`config.mk`:
```
export PLATFORM = sky130hd
export DESIGN_NAME = vec_slice_extract
export DESIGN_NICKNAME = d
export VERILOG_FILES = /design/src/rtl/vec_slice_extract.sv
export SDC_FILE = /design/constraint.sdc
export NUM_CORES = 2
export LEC_CHECK = 0
export CORE_AREA = 4 4 643 645
export DETAILED_ROUTE_END_ITERATION = 10
export DIE_AREA = 0 0 647 649
export GPL_TIMING_DRIVEN = 0
export PLACE_DENSITY = 0.31
export SKIP_CTS_REPAIR_TIMING = 1
export SLEW_MARGIN = 20
export SYNTH_ARGS = -nofsm -noshare
export SYNTH_HDL_FRONTEND = slang
export SYNTH_SLANG_ARGS = --single-unit
```
`constraint.sdc`:
```
create_clock -name clk -period 1.8 [get_ports clk]
set_input_delay 0.36 -clock clk [delete_from_list [all_inputs] [get_ports clk]]
set_output_delay 0.36 -clock clk [all_outputs]
set_load 0.005 [all_outputs]
```
`src/rtl/vec_slice_extract.sv`:
```
`timescale 1ns/1ps
module vec_slice_extract (
  input  logic         clk,
  input  logic         rst,
  input  logic         in_valid,
  input  logic [511:0] src,
  input  logic [7:0]   imm,
  input  logic         src_wide,
  input  logic         slice_wide,
  input  logic         elem64,
  input  logic [7:0]   mask,
  input  logic         mask_en,
  input  logic         zeroing,
  input  logic [511:0] old_dst,
  input  logic         to_mem,
  input  logic [3:0]   vvvv,
  input  logic         legacy,
  input  logic         len_bit,
  output logic         out_valid,
  output logic [511:0] res,
  output logic [63:0]  byte_en,
  output logic         bad_op
);
  logic [1:0]   q_idx;
  logic [127:0] narrow;
  logic [255:0] ext;
  logic [511:0] img;
  logic [63:0]  be;
  logic         bad;

  assign bad   = (vvvv != 4'hF) || (legacy && !len_bit);
  assign q_idx = src_wide ? imm[1:0] : {1'b0, imm[0]};

  always_comb begin
    case (q_idx)
      2'd0:    narrow = src[127:0];
      2'd1:    narrow = src[255:128];
      2'd2:    narrow = src[383:256];
      default: narrow = src[511:384];
    endcase
  end

  assign ext = slice_wide ? (imm[0] ? src[511:256] : src[255:0]) : {128'b0, narrow};

  genvar c;
  generate
    for (c = 0; c < 16; c++) begin : g_chunk
      if (c < 8) begin : g_lo
        logic       in_slice;
        logic [2:0] eidx;
        logic       take;
        assign in_slice = slice_wide || (c < 4);
        assign eidx     = elem64 ? 3'(c / 2) : 3'(c);
        assign take     = legacy || !mask_en || mask[eidx];
        always_comb begin
          if (bad) begin
            img[c*32 +: 32] = old_dst[c*32 +: 32];
            be[c*4 +: 4]    = 4'h0;
          end else if (!in_slice) begin
            img[c*32 +: 32] = to_mem ? old_dst[c*32 +: 32] : 32'b0;
            be[c*4 +: 4]    = 4'h0;
          end else if (take) begin
            img[c*32 +: 32] = ext[c*32 +: 32];
            be[c*4 +: 4]    = to_mem ? 4'hF : 4'h0;
          end else begin
            img[c*32 +: 32] = (!to_mem && zeroing) ? 32'b0 : old_dst[c*32 +: 32];
            be[c*4 +: 4]    = 4'h0;
          end
        end
      end else begin : g_hi
        assign img[c*32 +: 32] = (bad || to_mem) ? old_dst[c*32 +: 32] : 32'b0;
        assign be[c*4 +: 4]    = 4'h0;
      end
    end
  endgenerate

  always_ff @(posedge clk) begin
    if (rst) begin
      out_valid <= 1'b0;
      res       <= '0;
      byte_en   <= '0;
      bad_op    <= 1'b0;
    end else begin
      out_valid <= in_valid;
      if (in_valid) begin
        res     <= img;
        byte_en <= be;
        bad_op  <= bad;
      end
    end
  end

  AST_VALID_LAT: assert property (@(posedge clk) disable iff (rst) in_valid |=> out_valid);
  AST_IDLE_LOW: assert property (@(posedge clk) disable iff (rst) !in_valid |=> !out_valid);
  AST_REG_NO_BE: assert property (@(posedge clk) disable iff (rst) in_valid && !to_mem |=> byte_en == 64'b0);
  AST_REG_UPPER_ZERO: assert property (@(posedge clk) disable iff (rst)
    in_valid && !to_mem && vvvv == 4'hF && !legacy && !slice_wide |=> res[511:128] == '0);
  AST_MEM_HIGH_BE: assert property (@(posedge clk) disable iff (rst) in_valid && to_mem |=> byte_en[63:32] == 32'b0);
  AST_BAD_SPEC: assert property (@(posedge clk) disable iff (rst)
    in_valid && vvvv != 4'hF |=> bad_op && res == $past(old_dst) && byte_en == 64'b0);
  AST_BAD_LEN: assert property (@(posedge clk) disable iff (rst) in_valid && legacy && !len_bit |=> bad_op);
  AST_HOLD: assert property (@(posedge clk) disable iff (rst) !in_valid |=> $stable(res) && $stable(byte_en));
endmodule

```
==> out/metrics.csv <==
metric,value,unit
met1 usage,0.174,
Yosys top cell area share,0.366,
dpl cells,10500,
post-DP HPWL,338000,um
"FF+latch count, synth",522,
ys async rst share,0,
FP Rows,235,
post-route ant nets,0,
failing checks,negative setup slack,
fin area,0.0562,mm^2
"area leader, netlist",dfxtp_1,
hold_sp,old_dst[226],
Total GRT Usage,0.175,
Final setup viols,36,
register area share after synthesis,0.366,
DRC,0,
Yosys warnings,0,
die height,649,um
Post-synth top cells,"522 x dfxtp_1, 361 x nor2_1, 256 x mux2i_1",
Initial Utilization,0.0699,
switching part of the total power,0.330,
vias,37400,
CTS tree,built,
library cells used by synthesis,55,
Worst-path clk slew,60,ps
final count of pins violating max slew,0,
CP arrival,1650,ps
Mean Syn Cell Area,8.48,um^2
Psw,0.0131,W
CTS root buf,clkbuf_16,
largest net degree at the start of global routing,13,
cells after synthesis,3364,
synthesis-to-layout area growth,97.2,%
area of placed instances,0.0517,mm^2
worst slew margin relative to its limit,0.338,
startpoint types,flop,
CP Capture Type,primary output,
Die Wd,647,um
reg2reg end,res[214],
RR Startpoint,res[214],
Final Hold Viols,0,
vias per cell,3.48,
hold path cells,3,
Power Density,706,mW/mm^2
Slew @ Worst Pin,993,ps
worst path required time,1440,ps
most used routing layer in global routing,met2,
nets,6168,
fin cells,10700,
first-pass GRT wire length,467000,um
final wirelength,385000,um
crit path kind,reg -> out,
CTS Buffer Depth,4,
fin crit share,1.11,
number of global-route vias before repair,36600,
status,finished with violations,
CTS H-tree lvls,3,
Reg2Reg Depth,4,
Pint,0.0266,W
Final min period,2010,ps
die area,0.420,mm^2
reg2reg setup slack,550,ps
max cap viols,0,
met2 usage,0.343,
RSZ-0062 raised after global routing,true,
gpl congestion,0.872,
Fmax achieved,498,MHz
worst setup margin,-206,ps
final setup TNS,-1330,ps
first-pass iteration count of the detailed router,7,
maximum VDD drop,0.606,mV
IO buf count,1590,
CTS sink count,522,
CP max FO,4,
wire length per cell,35.9,um
Static Leak,25.9,nW
Post-synth EDFFs,0,
top_reg_cell synth,dfxtp_1,
antenna violations before repair,313,
clk_lat worst skew,750,ps
Num CTS Buffers,83,
M3 GR Usage,0.0533,
layout cells sized above 1,0.154,
Final Skew,0,ps
core footprint,0.408,mm^2
IO Count,1633,
Finished Core Util,0.138,
most common cell in the netlist,dfxtp_1,
Comb pwr share,0.262,
gr ovfl total,0,
Hold Path Class,in -> reg,
CP startpoint,byte_en[11],
DRT iter0 DRCs,2871,
Seq pwr share,0.327,
worst hold slack,105,ps
Hold Path End,res[226],
synth top area cells,"dfxtp_1 37%, mux2i_1 9.0%, a22o_1 7.8%",
clock share of power,0.411,
Synth Cell Area,0.0285,mm^2
## placed cells by master (no fill, tap or decap), types with 28 or more instances in the layout
master / n
buf_6: 105
inv_1: 227
nor2b_1: 28
dfxtp_2: 78
o21ai_0: 72
conb_1: 32
diode_2: 109
and2_1: 30
a22oi_1: 95
a21oi_1: 44
o221ai_1: 95
clkbuf_1: 141
a311oi_1: 96
clkdlybuf4s50_1: 1032
clkbuf_4: 29
o21ai_1: 52
a221o_1: 28
nand3_1: 192
mux2i_1: 246
o21bai_1: 129
a22o_1: 255
o31ai_1: 128
clkbuf_2: 177
clkbuf_16: 83
buf_2: 72
dlymetal6s2s_1: 368
buf_4: 90
a31oi_1: 131
nand2_1: 101
dfxtp_1: 426
nor2_1: 360
## power by group through the flow
| stage | clock (W) | sequential, W | combinational, W |
|---|---|---|---|
| final | 0.0163 | 0.0130 | 0.0104 |
| after global routing | 0.0174 | 0.0131 | 0.0110 |
| after CTS | 0.0171 | 0.0130 | 0.0108 |
| after detailed placement | 0 | 0.0132 | 0.0107 |
| after global placement | 0 | 0.0132 | 0.0107 |
| after floorplan | 0 | 0.0131 | 0.00313 |
## layer usage
| layer | vias up | routed length (um) |
|---|---|---|
| met1 | 18400 | 131000 |
| met5 | - | 946 |
| li1 | 16100 | - |
| met4 | 146 | 15600 |
| met3 | 659 | 29500 |
| met2 | 2044 | 208000 |
## through the flow
step,setup slack (ps),power [W]
2_1_floorplan,105,0.0162
3_3_place_gp,-5960,0.0239
3_5_place_dp,-3020,0.0240
4_1_cts,-2140,0.0409
5_1_grt,-293,0.0415
6_report,-206,0.0397
## sequential cells by signal, summed over array words and instances, names as in the netlist
name,cells
res,512
byte_en,8
bad_op,1
out_valid,1
## logic make-up after synthesis
| family | after synthesis | share of synthesized area |
|---|---|---|
| buf+inv | 635 | 0.104 |
| compound gates | 1186 | 0.318 |
| mux | 259 | 0.0913 |
| flops | 522 | 0.366 |
| simple gates | 761 | 0.120 |
| other cells | 1 | 0.000131 |
## worst max-delay path by stage
| stage | cells after the start | end | slack (ps) |
|---|---|---|---|
| detailed placement | 6 | byte_en[27] | -3020 |
| floorplan | 8 | res[172] | 110 |
| global route | 4 | byte_en[11] | -290 |
| finish | 4 | byte_en[11] | -210 |
| CTS | 6 | byte_en[27] | -2140 |
| global placement | 6 | res[55] | -5960 |
## worst max-delay path, stage by stage, from the launching register on
cell and delay [ps]:
dfxtp_4 370, buf_6 140, buf_6 110, buf_6 100, buf_6 100
## final cells by class
class / count / area [um^2]
antenna: 109 / 273
buffer: 405 / 2690
clock buffer: 114 / 2290
clock inverter: 26 / 274
fill: 46800 / 352000
inverter: 228 / 856
multi-input combinational: 2238 / 15500
sequential: 522 / 10600
tap: 5451 / 6820
timing repair buffer: 1635 / 16900
(Power assumes the default switching activity.)
